## src/rtl/lockstep_eq_pkg.sv

```systemverilog
package lockstep_eq_pkg;
  // Highest state index of each run-length machine and the index from which
  // a 1 bit makes it fire.
  localparam int unsigned A_LAST_DEF = 2;
  localparam int unsigned A_FIRE_DEF = 2;
  localparam int unsigned B_LAST_DEF = 3;
  localparam int unsigned B_FIRE_DEF = 2;

  typedef struct packed {
    logic a;
    logic b;
  } fire_pair_t;
endpackage

```

## src/rtl/run_mealy.sv

```systemverilog
module run_mealy #(
  parameter int unsigned LAST = 2,
  parameter int unsigned FIRE = 2,
  parameter int unsigned SW   = $clog2(LAST + 1)
) (
  input  logic          clk,
  input  logic          rst,
  input  logic          step,
  input  logic          bit_i,
  output logic [SW-1:0] state_q,
  output logic          fire
);
  localparam logic [SW-1:0] TOP_ST  = SW'(LAST);
  localparam logic [SW-1:0] FIRE_ST = SW'(FIRE);

  logic [SW-1:0] state_d;

  always_comb begin
    if (!bit_i)                state_d = '0;
    else if (state_q == TOP_ST) state_d = state_q;
    else                       state_d = state_q + 1'b1;
  end

  always_ff @(posedge clk) begin
    if (rst)       state_q <= '0;
    else if (step) state_q <= state_d;
  end

  assign fire = bit_i && (state_q >= FIRE_ST);
endmodule

```

## src/rtl/agree_tracker.sv

```systemverilog
module agree_tracker
  import lockstep_eq_pkg::*;
(
  input  logic       clk,
  input  logic       rst,
  input  logic       step,
  input  fire_pair_t fires,
  output logic       agree,
  output logic       mismatch_q
);
  assign agree = (fires.a == fires.b);

  always_ff @(posedge clk) begin
    if (rst)                mismatch_q <= 1'b0;
    else if (step && !agree) mismatch_q <= 1'b1;
  end
endmodule

```

## src/rtl/lockstep_eq_mon.sv

```systemverilog
module lockstep_eq_mon
  import lockstep_eq_pkg::*;
#(
  parameter int unsigned A_LAST = A_LAST_DEF,
  parameter int unsigned A_FIRE = A_FIRE_DEF,
  parameter int unsigned B_LAST = B_LAST_DEF,
  parameter int unsigned B_FIRE = B_FIRE_DEF
) (
  input  logic clk,
  input  logic rst,
  input  logic in_valid,
  output logic in_ready,
  input  logic in_bit,
  output logic out_a,
  output logic out_b,
  output logic agree,
  output logic mismatch_seen
);
  localparam int unsigned AW = $clog2(A_LAST + 1);
  localparam int unsigned BW = $clog2(B_LAST + 1);

  logic          take;
  logic [AW-1:0] a_q;
  logic [BW-1:0] b_q;
  fire_pair_t    fires;

  assign in_ready = !rst;
  assign take     = in_valid && in_ready;

  run_mealy #(.LAST(A_LAST), .FIRE(A_FIRE), .SW(AW)) u_mach_a (
    .clk(clk), .rst(rst), .step(take), .bit_i(in_bit),
    .state_q(a_q), .fire(fires.a)
  );

  run_mealy #(.LAST(B_LAST), .FIRE(B_FIRE), .SW(BW)) u_mach_b (
    .clk(clk), .rst(rst), .step(take), .bit_i(in_bit),
    .state_q(b_q), .fire(fires.b)
  );

  agree_tracker u_cmp (
    .clk(clk), .rst(rst), .step(take), .fires(fires),
    .agree(agree), .mismatch_q(mismatch_seen)
  );

  assign out_a = fires.a;
  assign out_b = fires.b;
endmodule

```

## config.mk

```make
export PLATFORM = sky130hd
export DESIGN_NAME = lockstep_eq_mon
export DESIGN_NICKNAME = d
export VERILOG_FILES = /design/src/rtl/lockstep_eq_pkg.sv /design/src/rtl/run_mealy.sv /design/src/rtl/agree_tracker.sv /design/src/rtl/lockstep_eq_mon.sv
export SDC_FILE = /design/constraint.sdc
export NUM_CORES = 1
export LEC_CHECK = 0
export ABC_CLOCK_PERIOD_IN_PS = 2200
export BUFFER_PORTS_ARGS = -buffer_cell sky130_fd_sc_hd__buf_2
export CAP_MARGIN = 20
export CORE_AREA = 2 2 39 41
export DETAILED_ROUTE_END_ITERATION = 10
export DIE_AREA = 0 0 41 43
export PLACE_DENSITY_LB_ADDON = 0.2
export SLEW_MARGIN = 40
export SYNTH_ARGS = -nofsm -noshare
export SYNTH_HDL_FRONTEND = slang
export SYNTH_SLANG_ARGS = --single-unit
```

## constraint.sdc

```tcl
create_clock -name clk -period 2.2 [get_ports clk]
set_input_delay 0.11 -clock clk [delete_from_list [all_inputs] [get_ports clk]]
set_output_delay 0.11 -clock clk [all_outputs]
set_load 0.005 [all_outputs]
```

==> summary.txt, run 1 <==
STA
  – Final Hold Viols: 0
  – Least-Margin Pin Slew: 0.179 ns
  – Clk_skew: about 0.0037 ns
  – Fmax: about 0.66 GHz
  – Worst Hold Slack: between 0.1 and 0.15 ns
  – Slew HR: 88.0%
  – Final setup margin: 0.685 ns
  – Endpoints failing setup: 0
  – Fin crit period: about 1.5 ns
  – Unrepaired setup endpoints after global routing: false
  – Final Max Tran Viols: 0
  – Final period utilization: approximately 69%
  – Setup TNS: 0 ns

Final layout
  – Inserted Diodes: 0
  – Final nets: 54
  – Layout cells sized above 1: 26.1%
  – Fillers: ~150
  – Multi-input logic area: 171 um2
  – Area growth syn-to-layout: 30.5%
  – FF+latch area: 100 um2
  – Fin util: 26.7%

CTS
  – Hold Buf Count CTS: 0
  – H-tree depth: 1
  – Post-CTS setup buffers: 0
  – Num CTS Buffers: 3
  – Max Buffers Root-to-Sink: 2
  – Clock root buffer: clkbuf_4
  – CTS resizes: 0
  – CTS tree: yes
  – Clock Latency Late Sink: 0.24 ns
  – # clock sinks: 5
  – Clk pin slew, worst setup/hold paths: 0.04 ns

Place
  – Placer congestion estimate: 0.619
  – Pre-CTS WS: 0.927 ns
  – Dpl hpwl: 437 um
  – I/O Buffers: 8

Critical path
  – Crit-path cells: inv_1 -> ha_1 -> nor2_1 -> xor2_1 -> nand2_1 -> buf_2
  – Reg2Reg Setup Slack: 1.02 ns
  – Critical path capture point type: output pin
  – Slowest CP cell: dfxtp_1
  – CP max FO: 4
  – Critical path class: reg2out
  – Crit path largest cell delay: between 0.3 and 0.4 ns
  – Worst EP required: 2.09 ns
  – Crit path launch type: flip-flop
  – CP arrival: 1.40 ns

Die
  – Core ar.: 0.00138 mm2
  – Row Count: 14
  – Die Ht: about 43 um
  – Area of the die: approximately 0.0018 mm2
  – Initial core utilization: between 20% and 30%
  – Die width: 41 um
  – I/O Pins: 9

Routing
  – TritonRoute pass-1 iters: 3
  – DRC errors left: 0
  – Iter 0 DRT Violations: 4
  – ANT nets after route: 0
  – Via/cell ratio: 4.42
  – Via Count: ~270
  – Avg WL per Cell: roughly 8.7 um
  – Drt total wl: approximately 540 um

GRT
  – Top Usage Layer GRT: met2
  – GRT Overall Usage: 8.05%
  – Initial antenna violation count: 0
  – Number of global-route vias before repair: 240
  – Met2 usage in global routing: 10.3%
  – Pin count of the biggest net entering global routing: 9
  – First-pass GRT wire length: 897 um
  – Global route total overflow: 0
  – GR Util met3: 6.28%
  – Met1 GRT Util: 9.39%

Yosys
  – Ys async rst share: 0%
  – Synth Net Count: 41
  – Ys flop type: dfxtp_1
  – Number of synthesized register bits: 5
  – Largest cells by area after synthesis: dfxtp_1 35%, ha_1 13%, nor2_1 9.3%
  – Top-count cell post-synth: nor2_1
  – Post-synth top area share: 35.4%
  – Library cells used by synthesis: 13
  – Syn Inst Count: 34
  – Mapped Area: 283 um2
  – Synthesis warning total: 0
  – Share of the yosys chip area belonging to registers: 35.4%
  – Area leader, netlist: dfxtp_1
  – Top cells by count, synth: 7 x nor2_1, 5 x dfxtp_1, 3 x ha_1, 3 x inv_1, 3 x nand2_1
  – EDFF count, synth: 0
  – Mapped Avg Cell Area: 8.32 um2

Power
  – Pwr dens: between 600 and 700 mW/mm2
  – Peak VDD IR: 320 uV
  – Leakage power: 0.177 nW

Min path
  – Hold crit path type: in2reg

Outcome
  – Outcome: finished clean

Flow run
  – Max_cap viols: 0
==> cells by family (layout without fill, tap and decap cells) <==
| logic type | after synthesis | count (layout) | synth area share, % |
|---|---|---|---|
| AND/OR/NAND/NOR | 15 | 15 | 24.3 |
| adder cells (fa/ha/maj) | 3 | 3 | 13.3 |
| buffers and inverters | 3 | 15 | 3.98 |
| flip-flops | 5 | 5 | 35.4 |
| AO/OA/AOI/OAI | 7 | 7 | 19.9 |
| XOR/XNOR | 1 | 1 | 3.10 |
==> metrics by stage <==
step / instance area (um2) / cells / total power, W
after floorplan: 283 / 34 / 0.000115
after global placement: 343 / 58 / 0.000127
after detailed placement: 343 / 58 / 0.000127
after CTS: 369 / 62 / 0.000235
after global routing: 369 / 62 / 0.000245
final: 369 / 62 / 0.000231
==> flip-flops by register name, summed over array words and instances, names as in the netlist <==
signal,cells
u_cmp.mismatch_q,1
u_mach_a.state_q,2
u_mach_b.state_q,2
==> worst paths after layout <==
| kind | endpoint | cells after the start | startpoint |
|---|---|---|---|
| min | u_mach_b.state_q[0]$_SDFFE_PP0P_ | 2 | rst |
| max | agree | 6 | u_mach_b.state_q[0]$_SDFFE_PP0P_ |
| min reg2reg | u_mach_a.state_q[0]$_SDFFE_PP0P_ | 2 | u_mach_a.state_q[0]$_SDFFE_PP0P_ |
| max reg2reg | u_mach_a.state_q[0]$_SDFFE_PP0P_ | 4 | u_mach_a.state_q[0]$_SDFFE_PP0P_ |
==> critical path: cells and delay by family, from the launching register on <==
| family | cells | cell delay, ns |
|---|---|---|
| XOR/XNOR | 1 | 0.20 |
| adder cells (fa/ha/maj) | 1 | 0.19 |
| buffers and inverters | 2 | 0.18 |
| flip-flops | 1 | 0.37 |
| AND/OR/NAND/NOR | 2 | 0.23 |
==> routing by layer <==
| layer | wire (um) | vias up | part of all wire (%) |
|---|---|---|---|
| met3 | 38 | 2 | 7.0 |
| li1 | - | 140 | - |
| met4 | 5 | 0 | 0.92 |
| met2 | 260 | 8 | 48 |
| met5 | 0 | - | 0 |
| met1 | 238 | 124 | 44 |
==> area by class of cell <==
cell class	instances	area share [%]
multi-input cells	26	46.4
flip-flops and latches	5	27.1
repair buffers	8	10.8
clock buffers	4	7.12
well taps	16	5.42
inverters	3	3.05
==> report_power, final <==
part / internal [W] / switching [W] / total (W)
registers: 0.0000945 / 0.00000263 / 0.0000971
logic: 0.0000131 / 0.0000146 / 0.0000277
clock network: 0.0000686 / 0.0000379 / 0.000106
total: 0.000176 / 0.0000551 / 0.000231
==> cell usage in the layout (no fill, tap or decap) <==
cell      instances
a21oi_1           2
dfxtp_1           5
buf_2             8
nor2b_1           2
clkbuf_1          1
a21bo_1           2
clkbuf_4          3
or3_1             2
inv_1             3
nor2_1            7
xor2_1            1
nand2_1           3
ha_1              3
nand2_2           1
a32oi_1           2
a22o_1            1
Note: power is estimated with default switching activity, not from simulation.
==> run 2: changes to the inputs <==
--- a/config.mk
+++ b/config.mk
@@ -5,7 +5,8 @@
 export SDC_FILE = /design/constraint.sdc
 export NUM_CORES = 1
 export LEC_CHECK = 0
-export ABC_CLOCK_PERIOD_IN_PS = 2200
+export ABC_AREA = 1
+export ABC_CLOCK_PERIOD_IN_PS = 1600
 export BUFFER_PORTS_ARGS = -buffer_cell sky130_fd_sc_hd__buf_2
 export CAP_MARGIN = 20
 export CORE_AREA = 2 2 39 41
==> constraint.sdc (replaced) <==
create_clock -name clk -period 1.6 [get_ports clk]
set_input_delay 0.08 -clock clk [delete_from_list [all_inputs] [get_ports clk]]
set_output_delay 0.08 -clock clk [all_outputs]
set_load 0.005 [all_outputs]
==> summary.txt, run 2 <==
Final layout
  – Inserted Diodes: 0 (unchanged)
  – Design Area, Final: 398 um2 (+7.8%)
  – Area growth syn-to-layout: 23.3%
  – Largest registers: u_mach_a.state_q x2, u_mach_b.state_q x2, u_cmp.mismatch_q x1
  – Layout cells sized above 1: 27.6% (+1.5 points)
  – Most common cell after layout, fill and taps aside: nand2_1
  – Most frequent cells in the layout: 12 x nand2_1, 8 x inv_1, 8 x buf_2, 5 x nand3_1, 5 x dfxtp_1
  – Final nets: 66 (+22%)

Yosys
  – Post-synthesis simple-gate area fraction: 37.2% (+13 points)
  – Synth Net Count: 54 (+32%)
  – Ys flop type: dfxtp_1
  – Mapped Avg Cell Area: 6.87 um2 (-17%)
  – Area leader, netlist: dfxtp_1
  – Top-count cell post-synth: nand2_1
  – Synth Area in Adders: 11.6% (-1.6 points)
  – Mapped Area: 323 um2 (+14%)
  – XOR/XNOR Fraction of Synth Area: 0% (-3.1 points)
  – Top cells by count, synth: 12 x nand2_1, 8 x inv_1, 5 x dfxtp_1, 5 x nand3_1, 4 x o21ai_1
  – Ys async rst share: 0% (unchanged)
  – EDFF count, synth: 0 (unchanged)
  – Library cells used by synthesis: 12 (-1)
  – Number of synthesized register bits: 5 (unchanged)
  – Synth Area in Compound Gates: 6.20% (-14 points)
  – Synthesis warning total: 0 (unchanged)
  – Largest family of logic cells by synthesized area: simple AND/OR/NAND/NOR gates
  – Mux cell area share after synthesis: 0% (unchanged)
  – Post-synth top area share: 31.0% (-4.4 points)
  – Syn Inst Count: 47 (+38%)
  – Largest cells by area after synthesis: dfxtp_1 31%, nand2_1 14%, ha_1 12%
  – Share of the yosys chip area belonging to registers: 31.0% (-4.4 points)

Die
  – I/O Pins: 9 (unchanged)
  – Initial core utilization: 23.3% (+2.9 points)
  – Row Count: 14 (unchanged)
  – Area of the die: 0.00176 mm2 (unchanged)
  – Die Ht: 43 um (unchanged)
  – Die width: 41 um (unchanged)
  – Core ar.: 0.00138 mm2 (unchanged)

Power
  – Pwr dens: 839 mW/mm2 (+34%)
  – Flop pwr share: 41.0% (-1.0 points)
  – Peak VDD IR: 237 uV (-26%)
  – Leakage power: 0.205 nW (+16%)
  – Net Sw Power: 0.0000885 W (+60%)
  – Logic pwr share: 13.8% (+1.8 points)
  – Clk network pwr share: 45.2% (-0.8 points)
  – Net Sw Frac: 26.5% (+2.7 points)
  – Internal power: 0.000245 W (+39%)

CTS
  – Max Buffers Root-to-Sink: 2 (unchanged)
  – Clock Latency Late Sink: 0.25 ns (about the same)
  – Clk pin slew, worst setup/hold paths: 0.05 ns (about the same)
  – CTS tree: yes
  – Num CTS Buffers: 3 (unchanged)
  – Clock root buffer: clkbuf_4
  – Hold Buf Count CTS: 0 (unchanged)
  – # clock sinks: 5 (unchanged)
  – H-tree depth: 1 (unchanged)
  – Post-CTS setup buffers: 0 (unchanged)
  – CTS resizes: 0 (unchanged)

STA
  – Final Hold Viols: 0 (unchanged)
  – Least-Margin Pin Slew: 0.184 ns (+0.00540 ns)
  – Fin crit period: 1.33 ns
  – Slew HR: 87.7% (-0.33 points)
  – Final Max Tran Viols: 0 (unchanged)
  – Fmax: between 0.7 and 0.8 GHz
  – Endpoints failing setup: 0 (unchanged)
  – Clk_skew: 0.00405 ns (+0.000315 ns)
  – Setup TNS: 0 ns (unchanged)
  – Unrepaired setup endpoints after global routing: false
  – Final period utilization: 83.1%

GRT
  – Pin count of the biggest net entering global routing: 9 (unchanged)
  – First-pass GRT wire length: 862 um (-3.9%)
  – Initial antenna violation count: 0 (unchanged)
  – Number of global-route vias before repair: 225 (-6.3%)
  – Global route total overflow: 0 (unchanged)
  – GRT Overall Usage: 8.03% (-0.016 points)

Routing
  – ANT nets after route: 0 (unchanged)
  – Iter 0 DRT Violations: 4 (unchanged)
  – DRC errors left: 0 (unchanged)
  – TritonRoute pass-1 iters: 4 (+1)
  – Drt total wl: 576 um (+6.3%)
  – Avg WL per Cell: 7.78 um (-11%)
  – Via/cell ratio: 3.81 (-14%)
  – Via Count: 282 (+2.9%)

Critical path
  – Reg2Reg Setup Slack: 0.52 ns (-0.50 ns)
  – Crit path launch type: flip-flop
  – CP delay by family, top: flip-flops
  – Critical path class: reg2out
  – Reg2Reg Depth: 4 (unchanged)
  – Slowest CP cell: dfxtp_1
  – CP arrival: 1.25 ns (-0.15 ns)
  – Critical path capture point type: output pin
  – Worst EP required: 1.52 ns (-0.57 ns)
  – Critical R2R Capture: u_mach_b.state_q[1]$_SDFFE_PP0P_
  – Crit-path cells: inv_1 -> ha_1 -> inv_1 -> nand2_1 -> nand3_1 -> nand2_1 -> inv_1 -> buf_2
  – Critical path depth: 8 (+2)
  – CP most frequent cell: inv_1
  – Buf/Inv on CP: 4 (+2)
  – CP max FO: 3 (-1)
  – CP Launch Point: u_mach_b.state_q[0]$_SDFFE_PP0P_
  – Crit path largest cell delay: 0.35 ns (-0.02 ns)
  – Worst r2r src: u_mach_b.state_q[0]$_SDFFE_PP0P_

Place
  – Dpl hpwl: 456 um (+4.4%)
  – I/O Buffers: 8 (unchanged)
  – Placer congestion estimate: 0.641 (+3.5%)
  – Post-DP Area: 372 um2 (+8.4%)

Min path
  – Hold_sp: rst
  – Hold endpoint: u_cmp.mismatch_q$_SDFFE_PP0P_
  – Hold crit path type: in2reg
  – Hold Path Stages: 4 (+2)

Flow run
  – Max_cap viols: 0 (unchanged)

Outcome
  – Outcome: finished clean
==> run 2: changes by cell type after synthesis, moves of 4 or more <==
cell / change
nand2_1: +9
inv_1: +5
nand3_1: +5
nor2_1: -5
o21ai_1: +4
==> run 2: cell type report <==
| type | instances | area [um2] |
|---|---|---|
| Inverter | 9 | 33.8 |
| Multi-Input combinational cell | 32 | 178 |
| Clock buffer | 4 | 26.3 |
| Fill cell | 162 | 986 |
| Timing Repair Buffer | 8 | 40.0 |
| Tap cell | 16 | 20.0 |
| Sequential cell | 5 | 100 |
==> run 2: per-layer routing <==
metal	routed length, um	part of all wire, %	GRT usage, %
met5	0	0	0
met4	14	2.4	12.0
met3	28	4.9	1.57
met2	220	38	8.13
met1	312	54	10.6
==> run 2: how the worst max path moves through the flow <==
stage                                             endpoint  slack (ns)
after floorplan           u_mach_b.state_q[1]$_SDFFE_PP0P_        0.58
after global placement                               agree        0.51
after detailed placement                             agree        0.52
after CTS                                            agree        0.25
after global routing                                 agree        0.12
final                                                agree        0.27
==> run 2: worst reg2reg max path: cells and delay by family (launching register included) <==
family | cells | cell delay [ns]
AOI/OAI and AO/OA | 1 | 0.11
adders and majority gates | 1 | 0.28
buffers and inverters | 1 | 0.07
DFF | 1 | 0.35
and+or+nand+nor | 1 | 0.22
==> run 2: cells by family (layout without fill, tap and decap cells) <==
family	count (synthesis)	after routing
simple gates	25	25
fa+ha+maj	3	3
compound gates	4	4
buf+inv	10	21
flops	5	5
==> run 2: metrics by stage <==
| step | hold WS (ns) | total power, W | utilization [%] | worst slack (ns) | instances |
|---|---|---|---|---|---|
| after global routing | 0.147 | 0.000354 | 28.8 | 0.121 | 74 |
| after floorplan | 0.224 | 0.000172 | - | 0.583 | 47 |
| after CTS | 0.131 | 0.000340 | 28.8 | 0.251 | 74 |
| final | 0.135 | 0.000334 | 28.8 | 0.270 | 74 |
| after detailed placement | 0.397 | 0.000186 | 26.9 | 0.516 | 70 |
| after global placement | 0.384 | 0.000187 | 26.9 | 0.506 | 70 |
==> run 2: power groups by stage <==
stage | Combinational [W] | Clock [W] | Sequential (W)
after detailed placement | 0.0000470 | 0 | 0.000139
after global placement | 0.0000472 | 0 | 0.000139
after global routing | 0.0000540 | 0.000162 | 0.000138
final | 0.0000461 | 0.000151 | 0.000137
after CTS | 0.0000471 | 0.000156 | 0.000137
after floorplan | 0.0000340 | 0 | 0.000138
==> run 3: changes to the inputs <==
--- a/config.mk
+++ b/config.mk
@@ -6,7 +6,7 @@
 export NUM_CORES = 1
 export LEC_CHECK = 0
 export ABC_AREA = 1
-export ABC_CLOCK_PERIOD_IN_PS = 1600
+export ABC_CLOCK_PERIOD_IN_PS = 1070
 export BUFFER_PORTS_ARGS = -buffer_cell sky130_fd_sc_hd__buf_2
 export CAP_MARGIN = 20
 export CORE_AREA = 2 2 39 41
==> constraint.sdc (replaced) <==
create_clock -name clk -period 1.07 [get_ports clk]
set_input_delay 0.0535 -clock clk [delete_from_list [all_inputs] [get_ports clk]]
set_output_delay 0.0535 -clock clk [all_outputs]
set_load 0.005 [all_outputs]
==> summary.txt, run 3 (synthesis gave the netlist of run 2 again) <==
Final layout
  – Finished Layout Cells: 81 (+9.5%)
  – Most frequent cells in the layout: 7 x nand2_1, 7 x buf_2, 7 x buf_4, 6 x nand2_2, 5 x inv_2
  – Fin util: 37.9% (+9.1 points)
  – Largest registers: u_mach_a.state_q x2, u_mach_b.state_q x2, u_cmp.mismatch_q x1
  – Inserted Diodes: 0 (unchanged)
  – Final nets: 73 (+11%)
  – Layout cells sized above 1: 63.1% (+35 points)
  – Area growth syn-to-layout: 62.4%

Power
  – Pwr dens: 1060 mW/mm2 (+26%)
  – Peak VDD IR: 447 uV (+89%)
  – Leakage power: 0.258 nW (+26%)

Die
  – Core ar.: 0.00138 mm2 (unchanged)
  – Die Ht: 43 um (unchanged)
  – Initial core utilization: 23.3% (unchanged)
  – Row Count: 14 (unchanged)
  – I/O Pins: 9 (unchanged)
  – Die width: 41 um (unchanged)
  – Area of the die: 0.00176 mm2 (unchanged)

CTS
  – Max Buffers Root-to-Sink: 2 (unchanged)
  – Clock root buffer: clkbuf_4
  – Clk pin slew, worst setup/hold paths: 0.05 ns (about the same)
  – Hold Buf Count CTS: 0 (unchanged)
  – CTS tree: yes
  – Num CTS Buffers: 3 (unchanged)
  – H-tree depth: 1 (unchanged)
  – Clock Latency Late Sink: 0.25 ns (about the same)
  – # clock sinks: 5 (unchanged)

Place
  – Placed cell count: 73 (+4.3%)
  – I/O Buffers: 8 (unchanged)
  – Dpl hpwl: 508 um (+11%)
  – Placer congestion estimate: 0.730 (+14%)

Routing
  – Iter 0 DRT Violations: 6 (+2)
  – Via/cell ratio: 4.21 (+10%)
  – Drt total wl: 772 um (+34%)
  – TritonRoute pass-1 iters: 4 (unchanged)
  – ANT nets after route: 0 (unchanged)
  – DRC errors left: 0 (unchanged)
  – Avg WL per Cell: 9.53 um (+22%)
  – Via Count: 341 (+21%)

Critical path
  – CP max FO: 2 (-1)
  – Critical path class: reg2out
  – Worst EP required: 1.02 ns (-0.50 ns)
  – Critical path capture point type: output pin
  – CP arrival: 1.18 ns (-0.07 ns)
  – Crit path launch type: flip-flop

STA
  – Clk_skew: 0.00121 ns (-0.00284 ns)
  – Slew HR: 84.4% (-3.3 points)
  – Unrepaired setup endpoints after global routing: true
  – Worst Hold Slack: 0.113 ns (-0.0220 ns)
  – Setup TNS: -0.350 ns (-0.350 ns)
  – Final Max Tran Viols: 0 (unchanged)
  – Final period utilization: 115%
  – Endpoints failing setup: 4 (+4)
  – Fin crit period: 1.23 ns
  – Final setup margin: -0.161 ns (-0.431 ns)
  – Final Hold Viols: 0 (unchanged)
  – Least-Margin Pin Slew: 0.234 ns (+0.0502 ns)
  – Fmax: 0.812 GHz

GRT
  – Pin count of the biggest net entering global routing: 9 (unchanged)
  – Number of global-route vias before repair: 317 (+41%)
  – First-pass GRT wire length: 1200 um (+39%)
  – Initial antenna violation count: 0 (unchanged)
  – Global route total overflow: 0 (unchanged)
  – GRT Overall Usage: 10.8% (+2.7 points)

Outcome
  – Outcome: finished with violations
  – Failing checks: negative setup slack

Flow run
  – Max_cap viols: 0 (unchanged)

Min path
  – Hold crit path type: in2reg
==> run 3: cell count changes in the layout (fill, tap and decap cells not counted), sizes merged <==
cell / before / now
buf: 8 / 15
==> run 3: repair_timing <==
item	CTS	global route
buffers inserted	3	1
resized for setup	11	13
endpoints found under the setup margin	3	8
pin swaps	4	5
gates cloned	0	0
==> run 3: metrics by stage <==
stage                     worst slack, ns  total power (W)  instance area [um2]
after floorplan                    0.0530         0.000258                  323
after global placement            0.00624         0.000287                  394
after detailed placement           0.0181         0.000287                  394
after CTS                          -0.154         0.000541                  474
after global routing               -0.236         0.000593                  524
final                              -0.161         0.000554                  524
==> run 3: worst paths after layout <==
| check | from | end | slack [ns] | cells past startpoint |
|---|---|---|---|---|
| worst max-delay path | u_mach_a.state_q[0]$_SDFFE_PP0P_ | agree | -0.16 | 8 |
| worst min-delay path | rst | u_cmp.mismatch_q$_SDFFE_PP0P_ | 0.11 | 4 |
| worst max register to register | u_mach_a.state_q[0]$_SDFFE_PP0P_ | u_cmp.mismatch_q$_SDFFE_PP0P_ | -0.14 | 10 |
| worst min register to register | u_cmp.mismatch_q$_SDFFE_PP0P_ | u_cmp.mismatch_q$_SDFFE_PP0P_ | 0.45 | 2 |
==> run 3: report_power, final <==
part | internal [W] | switching [W] | total (W) | leakage, nW
Combinational | 0.0000570 | 0.0000610 | 0.000118 | 0.200
Clock | 0.000142 | 0.0000892 | 0.000231 | 0.0150
Sequential | 0.000197 | 0.00000771 | 0.000205 | 0.0428
Total | 0.000396 | 0.000158 | 0.000554 | 0.258
==> run 3: area by class of cell <==
class	instances	area, um2
clock buffers	4	26.3
flip-flops and latches	5	108
well taps	16	20.0
repair buffers	15	98.8
multi-input cells	32	238
fillers	151	860
inverters	9	33.8
==> run 3: routing by layer <==
layer  up-vias  share of wire [%]  GRT usage, %
li1        178                  -             -
met2         8                 43          14.1
met1       153                 52          13.3
met3         2                2.6          3.14
met5         -                  0             0
met4         0                1.8          10.0
==> run 3: worst max-delay path, stage by stage, from the launching register on <==
cell     delay (ns)
dfxtp_2        0.32
inv_2          0.07
ha_4           0.15
nand2_4        0.05
nand2_2        0.07
nand2_2        0.05
nand2_2        0.08
inv_2          0.04
buf_6          0.10
